===== src/rtl/msi_ring_pkg.sv =====
package msi_ring_pkg;

    localparam int REG_AW        = 3;
    localparam int REG_DW        = 32;
    localparam int OFF_W         = 32;
    localparam int MEM_AW        = 64;
    localparam int MEM_DW        = 128;
    localparam int MSG_W         = 32;
    localparam int ENTRY_BYTES   = 16;
    localparam int SIZE_EXP_BASE = 15;
    localparam int SIZE_SEL_W    = 2;

    // register word addresses
    localparam logic [REG_AW-1:0] RA_CTRL    = 3'd0;
    localparam logic [REG_AW-1:0] RA_BASE_HI = 3'd3;
    localparam logic [REG_AW-1:0] RA_BASE_LO = 3'd4;
    localparam logic [REG_AW-1:0] RA_RD_OFF  = 3'd5;
    localparam logic [REG_AW-1:0] RA_WR_OFF  = 3'd6;

    // control bit positions
    localparam int CB_EN      = 0;
    localparam int CB_FULL    = 1;
    localparam int CB_IRQ     = 3;
    localparam int CB_STOP    = 4;
    localparam int CB_SIZE_LO = 8;
    localparam int CB_OVF     = 31;

    typedef struct packed {
        logic [SIZE_SEL_W-1:0] size_sel;
        logic                  stop_on_full;
        logic                  irq_en;
        logic                  full_det;
        logic                  enable;
    } ctrl_t;

    typedef struct packed {
        logic [MEM_AW-1:0] addr;
        logic [MEM_DW-1:0] data;
    } mem_req_t;

    // byte mask keeping an offset inside the ring and on a record boundary
    function automatic logic [OFF_W-1:0] ring_mask(input logic [SIZE_SEL_W-1:0] sel);
        logic [OFF_W-1:0] m;
        m = (OFF_W'(1) << (SIZE_EXP_BASE + int'(sel))) - OFF_W'(1);
        m = m & ~OFF_W'(ENTRY_BYTES - 1);
        return m;
    endfunction

    function automatic logic [OFF_W-1:0] next_off(input logic [OFF_W-1:0] off,
                                                  input logic [OFF_W-1:0] mask);
        return (off + OFF_W'(ENTRY_BYTES)) & mask;
    endfunction

    // record layout: vector in the first (lowest) four bytes, rest zero
    function automatic logic [MEM_DW-1:0] pack_entry(input logic [MSG_W-1:0] vec);
        return MEM_DW'(vec);
    endfunction

endpackage


===== src/rtl/msi_ring_regs.sv =====
module msi_ring_regs
    import msi_ring_pkg::*;
(
    input  logic              clk,
    input  logic              rst,
    input  logic [REG_AW-1:0] reg_addr,
    input  logic              reg_we,
    input  logic [REG_DW-1:0] reg_wdata,
    output logic [REG_DW-1:0] reg_rdata,
    input  logic [OFF_W-1:0]  wr_off,
    input  logic              ovf_set,
    output ctrl_t             ctrl,
    output logic [MEM_AW-1:0] base,
    output logic [OFF_W-1:0]  rd_off,
    output logic [OFF_W-1:0]  mask
);

    localparam int HALF_AW = MEM_AW / 2;

    logic [HALF_AW-1:0] base_hi_q;
    logic [HALF_AW-1:0] base_lo_q;
    logic               ovf_q;
    logic [REG_DW-1:0]  ctrl_word;

    assign base = {base_hi_q, base_lo_q};
    assign mask = ring_mask(ctrl.size_sel);

    always_comb begin
        ctrl_word                                   = '0;
        ctrl_word[CB_EN]                            = ctrl.enable;
        ctrl_word[CB_FULL]                          = ctrl.full_det;
        ctrl_word[CB_IRQ]                           = ctrl.irq_en;
        ctrl_word[CB_STOP]                          = ctrl.stop_on_full;
        ctrl_word[CB_SIZE_LO +: SIZE_SEL_W]         = ctrl.size_sel;
        ctrl_word[CB_OVF]                           = ovf_q;
    end

    always_comb begin
        case (reg_addr)
            RA_CTRL:    reg_rdata = ctrl_word;
            RA_BASE_HI: reg_rdata = REG_DW'(base_hi_q);
            RA_BASE_LO: reg_rdata = REG_DW'(base_lo_q);
            RA_RD_OFF:  reg_rdata = REG_DW'(rd_off);
            RA_WR_OFF:  reg_rdata = REG_DW'(wr_off);
            default:    reg_rdata = '0;
        endcase
    end

    always_ff @(posedge clk) begin
        if (rst) begin
            ctrl      <= '0;
            base_hi_q <= '0;
            base_lo_q <= '0;
            rd_off    <= '0;
        end else if (reg_we) begin
            case (reg_addr)
                RA_CTRL: begin
                    ctrl.enable       <= reg_wdata[CB_EN];
                    ctrl.full_det     <= reg_wdata[CB_FULL];
                    ctrl.irq_en       <= reg_wdata[CB_IRQ];
                    ctrl.stop_on_full <= reg_wdata[CB_STOP];
                    ctrl.size_sel     <= reg_wdata[CB_SIZE_LO +: SIZE_SEL_W];
                end
                RA_BASE_HI: base_hi_q <= reg_wdata[HALF_AW-1:0];
                RA_BASE_LO: base_lo_q <= reg_wdata[HALF_AW-1:0];
                RA_RD_OFF:  rd_off    <= OFF_W'(reg_wdata) & mask;
                default: ;
            endcase
        end
    end

    // sticky overflow: a new event wins over a simultaneous clear
    always_ff @(posedge clk) begin
        if (rst) begin
            ovf_q <= 1'b0;
        end else if (ovf_set) begin
            ovf_q <= 1'b1;
        end else if (reg_we && reg_addr == RA_CTRL && reg_wdata[CB_OVF]) begin
            ovf_q <= 1'b0;
        end
    end

endmodule


===== src/rtl/msi_ring_writer.sv =====
module msi_ring_writer
    import msi_ring_pkg::*;
(
    input  logic              clk,
    input  logic              rst,
    input  ctrl_t             ctrl,
    input  logic [OFF_W-1:0]  mask,
    input  logic [MEM_AW-1:0] base,
    input  logic [OFF_W-1:0]  rd_off,
    input  logic              msi_valid,
    output logic              msi_ready,
    input  logic [MSG_W-1:0]  msi_data,
    output logic              mem_valid,
    input  logic              mem_ready,
    output logic [MEM_AW-1:0] mem_addr,
    output logic [MEM_DW-1:0] mem_data,
    output logic [OFF_W-1:0]  wr_off,
    output logic              ring_full,
    output logic              ovf_set
);

    mem_req_t req_q;
    logic     pend_q;
    logic     accept;
    logic     store;

    assign ring_full = ctrl.full_det && (next_off(wr_off, mask) == rd_off);
    assign msi_ready = ctrl.enable && !pend_q && !(ring_full && ctrl.stop_on_full);
    assign accept    = msi_valid && msi_ready;
    assign store     = accept && !ring_full;
    assign ovf_set   = accept && ring_full;

    assign mem_valid = pend_q;
    assign mem_addr  = req_q.addr;
    assign mem_data  = req_q.data;

    always_ff @(posedge clk) begin
        if (rst) begin
            pend_q <= 1'b0;
            req_q  <= '0;
            wr_off <= '0;
        end else if (store) begin
            pend_q     <= 1'b1;
            req_q.addr <= base + MEM_AW'(wr_off);
            req_q.data <= pack_entry(msi_data);
        end else if (pend_q && mem_ready) begin
            pend_q <= 1'b0;
            wr_off <= next_off(wr_off, mask);
        end
    end

endmodule


===== src/rtl/msi_ring_ctrl.sv =====
module msi_ring_ctrl
    import msi_ring_pkg::*;
(
    input  logic                clk,
    input  logic                rst,
    input  logic [2:0]          reg_addr,
    input  logic                reg_we,
    input  logic [31:0]         reg_wdata,
    output logic [31:0]         reg_rdata,
    input  logic                msi_valid,
    output logic                msi_ready,
    input  logic [31:0]         msi_data,
    output logic                mem_valid,
    input  logic                mem_ready,
    output logic [63:0]         mem_addr,
    output logic [127:0]        mem_data,
    output logic                irq
);

    ctrl_t             ctrl_q;
    logic [MEM_AW-1:0] base;
    logic [OFF_W-1:0]  rd_off;
    logic [OFF_W-1:0]  wr_off;
    logic [OFF_W-1:0]  mask;
    logic              ring_full;
    logic              ovf_set;

    msi_ring_regs i_regs (
        .clk       (clk),
        .rst       (rst),
        .reg_addr  (reg_addr),
        .reg_we    (reg_we),
        .reg_wdata (reg_wdata),
        .reg_rdata (reg_rdata),
        .wr_off    (wr_off),
        .ovf_set   (ovf_set),
        .ctrl      (ctrl_q),
        .base      (base),
        .rd_off    (rd_off),
        .mask      (mask)
    );

    msi_ring_writer i_writer (
        .clk       (clk),
        .rst       (rst),
        .ctrl      (ctrl_q),
        .mask      (mask),
        .base      (base),
        .rd_off    (rd_off),
        .msi_valid (msi_valid),
        .msi_ready (msi_ready),
        .msi_data  (msi_data),
        .mem_valid (mem_valid),
        .mem_ready (mem_ready),
        .mem_addr  (mem_addr),
        .mem_data  (mem_data),
        .wr_off    (wr_off),
        .ring_full (ring_full),
        .ovf_set   (ovf_set)
    );

    assign irq = ctrl_q.irq_en && (rd_off != wr_off);

endmodule


===== config.mk =====
export PLATFORM = sky130hd
export DESIGN_NAME = msi_ring_ctrl
export DESIGN_NICKNAME = d
export VERILOG_FILES = /design/src/rtl/msi_ring_pkg.sv /design/src/rtl/msi_ring_regs.sv /design/src/rtl/msi_ring_writer.sv /design/src/rtl/msi_ring_ctrl.sv
export SDC_FILE = /design/constraint.sdc
export NUM_CORES = 1
export LEC_CHECK = 0
export BUFFER_PORTS_ARGS = -buffer_cell sky130_fd_sc_hd__clkbuf_2
export CAP_MARGIN = 20
export CORE_ASPECT_RATIO = 1.5
export CORE_MARGIN = 8
export CORE_UTILIZATION = 27
export DETAILED_ROUTE_END_ITERATION = 10
export SLEW_MARGIN = 40
export SYNTH_ARGS = -nofsm -noshare
export SYNTH_HDL_FRONTEND = slang
export SYNTH_SLANG_ARGS = --single-unit

===== constraint.sdc =====
create_clock -name clk -period 3.55 [get_ports clk]
set_input_delay 0.1775 -clock clk [delete_from_list [all_inputs] [get_ports clk]]
set_output_delay 0.1775 -clock clk [all_outputs]
set_load 0.005 [all_outputs]

# ---- Word-level counts from Yosys, hierarchy flattened
# Index checks and enable logic that the tools add are counted.
dict set report totals {
  regBits 232
  latchBits 0
  ramBits 0
  mem_bits_ro 0
  inputBits 72
  out_inout_bits 227
  wordCells 54
  mem_count 0
}
dict set report op_classes {
  add_sub_neg 4
  mul 0
  div_mod_pow 0
  magnitude_cmp 0
  n_eq_ne 6
  shifts 1
  mux 5
  n_bitwise 3
  n_reduce_logical 22
}
# op count
set op_table {}
lappend op_table {{32-bit one-hot mux with 5 select lines} 1}
lappend op_table {{64-bit by 32-bit adder with 64-bit output} 1}
lappend op_table {{32-bit bitwise AND} 2}
lappend op_table {{32-bit by 5-bit adder with 32-bit output, second input constant} 1}
lappend op_table {{32-bit equality test} 1}
lappend op_table {{32-bit inequality test} 1}
lappend op_table {{1-bit by 32-bit left shift with 32-bit output, first input constant} 1}
lappend op_table {{32-bit by 2-bit subtractor with 32-bit output, second input constant} 1}
lappend op_table {{1-bit logical AND} 11}
lappend op_table {{2-bit AND reduction} 5}
lappend op_table {{3-bit equality test, second input constant} 3}
lappend op_table {{4-bit by 2-bit adder with 5-bit output, first input constant} 1}
lappend op_table {{1-bit 2-to-1 mux} 4}
lappend op_table {{2-bit nonzero test} 2}
lappend op_table {{3-bit by 2-bit equality test with 1-bit output, second input constant} 1}
lappend op_table {{1-bit zero test} 3}
lappend op_table {{3-bit zero test} 1}
lappend op_table {{1-bit NOT} 1}

# ---- Logic depth before layout (Yosys ltp)
dict set report depth {
  ltp_word 13
  depth_mapped 13
  mapped_depth_nobuf 11
}

# ---- Modules after synthesis
# A second synthesis with hierarchy kept.
dict set report unflattened {
  cells_unflattened 1883
  area_unflattened_um2 14634.0
}
# mod instances cells_per_inst area_per_inst_um2 seq_area_each_um2
set by_module_without_submodules {}
lappend by_module_without_submodules {msi_ring_writer 1 1249 9611.7 2582.5}
lappend by_module_without_submodules {msi_ring_regs 1 591 4672.0 1981.9}
lappend by_module_without_submodules {msi_ring_ctrl 1 43 350.3 0.0}

# ---- Least setup slack after synthesis
# OpenSTA, ideal clock, no wires.
dict set report synth_timing {
  path_kind {flip-flop to flip-flop}
  start {register i_writer.wr_off[5]}
  end {register i_writer.req_q (netlist bit i_writer.mem_addr[30])}
  setup_time_ps 88
  arrival_ps 2828
  path_slack_ps 633
  stages_incl_launch_ff 12
  path_buffers 1
  synth_period_minus_slack_ps 2917
  path_cell_list {dfxtp_1 > buf_4 > inv_1 > fa_1 > nand2b_1 > a21oi_1 > o211ai_1 > a311oi_1 > o2111ai_1 > a2111oi_0 > nor3_1 > o32ai_2}
}
dict set report synth_between {
  elab_chain_cells 9
  word_cells_on_any_way 11
  classes_between {add/sub (2); eq/ne (1); bitwise (1); reduce/logical (7)}
}
# item line_no
set synth_lines {}
lappend synth_lines {{start: declaration} msi_ring_writer.sv:17} ;# output logic [OFF_W-1:0] wr_off,
lappend synth_lines {{start signal: assignment} msi_ring_writer.sv:48} ;# wr_off <= next_off(wr_off, mask);
lappend synth_lines {{32-bit by 5-bit adder with 32-bit output} msi_ring_pkg.sv:51} ;# return (off + OFF_W'(ENTRY_BYTES)) & mask;
lappend synth_lines {{32-bit bitwise AND} msi_ring_pkg.sv:51}
lappend synth_lines {{32-bit equality test} msi_ring_writer.sv:27} ;# assign ring_full = ctrl.full_det && (next_off(wr_off, mask) == rd_off);
lappend synth_lines {{1-bit logical AND} msi_ring_writer.sv:27}
lappend synth_lines {{1-bit logical AND} msi_ring_writer.sv:28} ;# assign msi_ready = ctrl.enable && !pend_q && !(ring_full && ctrl.stop_on_full);
lappend synth_lines {{1-bit zero test} msi_ring_writer.sv:28}
lappend synth_lines {{1-bit logical AND} msi_ring_writer.sv:28}
lappend synth_lines {{1-bit logical AND} msi_ring_writer.sv:29} ;# assign accept = msi_valid && msi_ready;
lappend synth_lines {{1-bit logical AND} msi_ring_writer.sv:30} ;# assign store = accept && !ring_full;
lappend synth_lines {{end: declaration} msi_ring_writer.sv:22} ;# mem_req_t req_q;
# Several ways; a longest one is shown, not always the timed one.
# A chain may end at the register's enable or synchronous reset.

# ---- Worst setup path after layout
dict set report layout_timing {
  start {register i_writer.wr_off[11]}
  end {output port msi_ready}
}
dict set report layout_between {
  elab_chain_cells 7
}
# item line_no
set layout_lines {}
lappend layout_lines {{32-bit by 5-bit adder with 32-bit output} msi_ring_pkg.sv:51}
lappend layout_lines {{32-bit bitwise AND} msi_ring_pkg.sv:51}
lappend layout_lines {{32-bit equality test} msi_ring_writer.sv:27}
lappend layout_lines {{1-bit logical AND} msi_ring_writer.sv:27}
lappend layout_lines {{1-bit logical AND} msi_ring_writer.sv:28}
lappend layout_lines {{1-bit zero test} msi_ring_writer.sv:28}
lappend layout_lines {{1-bit logical AND} msi_ring_writer.sv:28}
lappend layout_lines {{end: declaration} msi_ring_ctrl.sv:11} ;# output logic msi_ready,
# Every way passes these cells.

==> run summary <==
The total number of H-tree levels is 1. The count of maximum capacitance violations came out at 0. The clock latency on the worst-skew pair is 0.55 ns.

The die outline width is 191 um. The most critical setup path has its endpoint at msi_ready. The netlist area before placement came out at 12400 um^2. The sink count of the clock tree came out at 224. The number of warnings issued by yosys is 0. For this configuration, the core starts out at a cell density of 27.2%. The share of final-layout standard cells stronger than drive strength 1 is 18.2%.

The largest net degree at the start of global routing came out at 163. The initial antenna violation count came out at 2. The clock-pin slew reported for the worst setup and hold paths after clock tree synthesis is 0.06 ns.

The largest stage delay on the critical path came out at 0.45 ns. The core area is 45600 um^2. The count of flip-flops with a built-in enable after synthesis is 0. The detail route stage leaves a number of antenna-violating nets equal to 0. The final hold violation count came out at 0. In the synthesized netlist the dominant register cell turns out to be dfxtp_1. The destination of the worst register-to-register timing path is i_writer.mem_addr[63]. The path depth of the worst reg2reg path is 9. The routed layout has 11.8k vias. The endpoint arrival time on the critical path came out at 3.13 ns. The mux contribution to synthesized area is 5.08%.

The average footprint of a synthesized cell came out at 8.13 um^2. Setup repair after global routing left no endpoint under its margin. The clock period minus final worst setup slack is 3.31 ns.

The portion of the post-synthesis area used by sequential elements came out at 36.1%. The cell at the slowest stage of the critical path is dfxtp_2. The synthesized design contains 224 register bits.

The worst setup path is captured at an output port. The setup path with the least slack is of type reg2out. The worst-margin pin slew came out at 0.808 ns. The sum of routed wire length over all layers came out at 47.3 mm.

From synthesis to final layout, the design area changed by 22.9%. After synthesis, the largest family of logic cells by area is compound AO/OA/AOI/OAI gates. The period utilization came out at 93.3%.

In this run, placement finished with an instance count of 2249. The first global-routing pass estimated 70.8 mm of wire. The power per unit of standard cell area came out at 385 nW/um^2. The static power due to leakage is 6.27 nW.

The detail-routed net length per standard cell came out at 20.0 um. The global-route track usage on met2 is 28.9%. Between clock sinks in the finished design, the worst skew comes to 0.0208 ns. Summing the areas of all fa, ha and maj instances in the mapped netlist gives 3.08% of the synthesized area. The sum of net half-perimeters after detailed placement came out at 35.5 mm. The global-route layer with the greatest usage is met2. The longest clock path from root to sink contains 3 buffers. The DRC violation count after routing came out at 0. In the final design database the tool counted 1856 nets.

For this run, the total global-route usage over all layers was measured as 16.9%. The boundary pin count came out at 299. The initialized floorplan defines 96 standard-cell rows.

Summed over all layers, the global routing overflow is 0. The count of non-filler cells in the finished layout is 2363. The global-route track usage on met3 came out at 3.28%. Based on the critical path, the design can be clocked at up to 0.302 GHz. The run finished with clean final reports.

Buffers inserted during clock tree synthesis total 25. The synthesized netlist devotes 20.3% of its cell area to compound gates. The worst register-to-register path begins at i_writer.wr_off[16]. For this run, the detailed router's first-pass iteration total came to 5. The path class of the tightest hold or removal check is in2reg. The die covers 53300 um^2.

TritonCTS built the clock tree. The met1 demand-to-capacity share in global routing is 19.5%. The worst slew margin relative to its limit is 46.0%. The number of buffers added on ports came out at 202.

The startpoint of the most critical setup path is i_writer.wr_off[11]. Across all register-to-register paths, the minimum setup slack is 0.25 ns. In this run, distinct cell masters in the synthesized netlist total 70. The share of flip-flops with an asynchronous set or reset after synthesis is 0%.

The tree is rooted in a clkbuf_16. The final total negative setup slack is 0 ns. The count of pins over their slew limit came out at 0. The basic-gate share of the synthesized area counting and, or, nand and nor cells is 19.4%. The critical path goes through xor2_1 > or3b_1 > a2111oi_2 > nand4_1 > and4bb_2 > buf_4 > a21oi_1 > clkbuf_2. The first routing iteration left 946 violations. The cell count after synthesis came out at 1530. The largest fanout on the critical path is 8. STA classifies the critical path startpoint as a flip-flop. The die extent in y came out at 279 um. The detail-routed via count per cell came out at 5.01. The number of global-route vias before repair is 11.8k. Counting the fill cells in the layout gives 4761. The weighted congestion at the end of routability-driven global placement came out at 0.923. IR analysis of the VDD net gives a maximum drop of 308 uV. Summing the areas of all xor and xnor instances in the mapped netlist gives 5.57% of the synthesized area. Setup violations remaining at the end of the flow were counted as 0. For this run, the share of the core covered by cells in the final layout is 33.5%. The required time at the endpoint of the critical path is 3.37 ns.
## kinds of logic (layout without fill, tap and decap cells)
| kind of cell | after synthesis | in the layout |
|---|---|---|
| AOI/OAI and AO/OA | 401 | 401 |
| adders and majority gates | 30 | 30 |
| xor gates and xnor gates | 79 | 79 |
| other | 1 | 98 |
| muxes | 63 | 63 |
| DFF | 224 | 224 |
| and+or+nand+nor | 508 | 508 |
| buffers and inverters | 224 | 372 |
## Yosys cell counts, types with 7 or more instances
cell	instances	area share (%)
o21ai_0	65	2.6
and2_1	12	0.60
nor2_1	96	2.9
o211ai_1	11	0.66
a21oi_1	145	5.8
nor4_1	9	0.45
or4_1	9	0.54
clkbuf_1	84	2.5
ha_1	29	2.9
mux2i_1	62	5.0
xnor2_1	44	3.1
a21o_1	18	1.1
nand4_1	21	1.1
and3_1	36	1.8
xor2_1	35	2.5
a2111oi_0	9	0.63
and4_1	7	0.49
a211oi_1	15	0.91
buf_2	11	0.44
nor3_1	11	0.44
o31ai_1	10	0.60
o21a_1	11	0.66
dfxtp_1	224	36
o21bai_1	8	0.48
inv_1	15	0.45
nand2_1	245	7.4
a22oi_1	60	3.6
nand3_1	22	0.89
a31oi_1	21	1.1
or3_1	9	0.45
buf_4	99	6.0
## worst min-delay path by stage
stage | from | end | slack [ns] | cells past startpoint
3_5_place_dp | msi_data[29] | i_writer.mem_data[29] | 0.42 | 3
6_report | reg_addr[1] | i_regs.ctrl[5] | 0.13 | 4
5_1_grt | reg_addr[0] | i_regs.ctrl[3] | 0.14 | 4
4_1_cts | reg_addr[1] | i_regs.ctrl[5] | 0.10 | 4
2_1_floorplan | reg_wdata[0] | i_regs.base_lo_q[0] | 0.31 | 2
3_3_place_gp | msi_data[0] | i_writer.mem_data[0] | 0.41 | 3
## routing by layer
layer | vias to the layer above | wire length (um)
met1 | 5581 | 18600
met5 | - | 16
met2 | 493 | 22600
li1 | 5662 | -
met4 | 2 | 2500
met3 | 102 | 3580
## report_power, final
part,total [W],internal (W),switching (W),leakage (nW)
Clock,0.00291,0.00178,0.00113,0.453
Sequential,0.00257,0.00254,0.0000312,1.81
Combinational,0.000393,0.000150,0.000244,4.01
## stage by stage
| step | power (W) | hold WS [ns] | worst slack (ns) | area (um^2) |
|---|---|---|---|---|
| CTS | 0.00593 | 0.101 | 0.0707 | 15200 |
| global route | 0.00605 | 0.136 | 0.0245 | 15300 |
| finish | 0.00588 | 0.127 | 0.239 | 15300 |
| global placement | 0.00295 | 0.410 | 0.225 | 13600 |
| floorplan | 0.00287 | 0.313 | 0.633 | 12800 |
| detailed placement | 0.00295 | 0.422 | 0.142 | 13700 |
## cell usage in the layout (no fill, tap or decap), types with 28 or more instances in the layout
| cell | synthesis | layout |
|---|---|---|
| ha_1 | 29 | 28 |
| mux2i_1 | 62 | 62 |
| dfxtp_1 | 224 | 217 |
| a21oi_1 | 145 | 144 |
| a22oi_1 | 60 | 60 |
| dlygate4sd3_1 | 0 | 65 |
| clkbuf_2 | 1 | 201 |
| buf_4 | 99 | 41 |
| xnor2_1 | 44 | 44 |
| conb_1 | 1 | 96 |
| nor2_1 | 96 | 96 |
| nand2_1 | 245 | 243 |
| o21ai_0 | 65 | 65 |
| xor2_1 | 35 | 35 |
| and3_1 | 36 | 35 |
## area by class of cell
cell class,count,area [um^2],share of cell area [%]
inverters,16,60.1,0.393
clock inverters,13,200,1.31
diodes,2,5.00,0.0328
clock buffers,33,716,4.68
repair buffers,310,2020,13.2
flip-flops and latches,224,4490,29.4
multi-input cells,1177,7050,46.1
well taps,588,736,4.81
## worst max-delay path, delay by kind of cell (launching register included)
kind            cells  cell delay (ns)
simple gates        3             0.93
compound gates      2             0.49
flops               1             0.45
xor+xnor            1             0.38
buf+inv             2             0.32
## timing repair
item	in CTS	in global routing
pin swaps	1	0
endpoints found under the setup margin	1	14
setup buffers	1	0
endpoints found under the hold margin	116	0
resized for setup	7	8
hold buffers	65	0
## flip-flops by register name, indices dropped and copies added, names as in the netlist
signal and flops:
i_writer.mem_valid 1, i_regs.rd_off 28, i_regs.base_hi_q 32, i_writer.wr_off 28
i_regs.ovf_q 1, i_regs.base_lo_q 32, i_regs.ctrl 6, i_writer.mem_addr 64
i_writer.mem_data 32
Note: power is estimated with default switching activity, not from simulation.
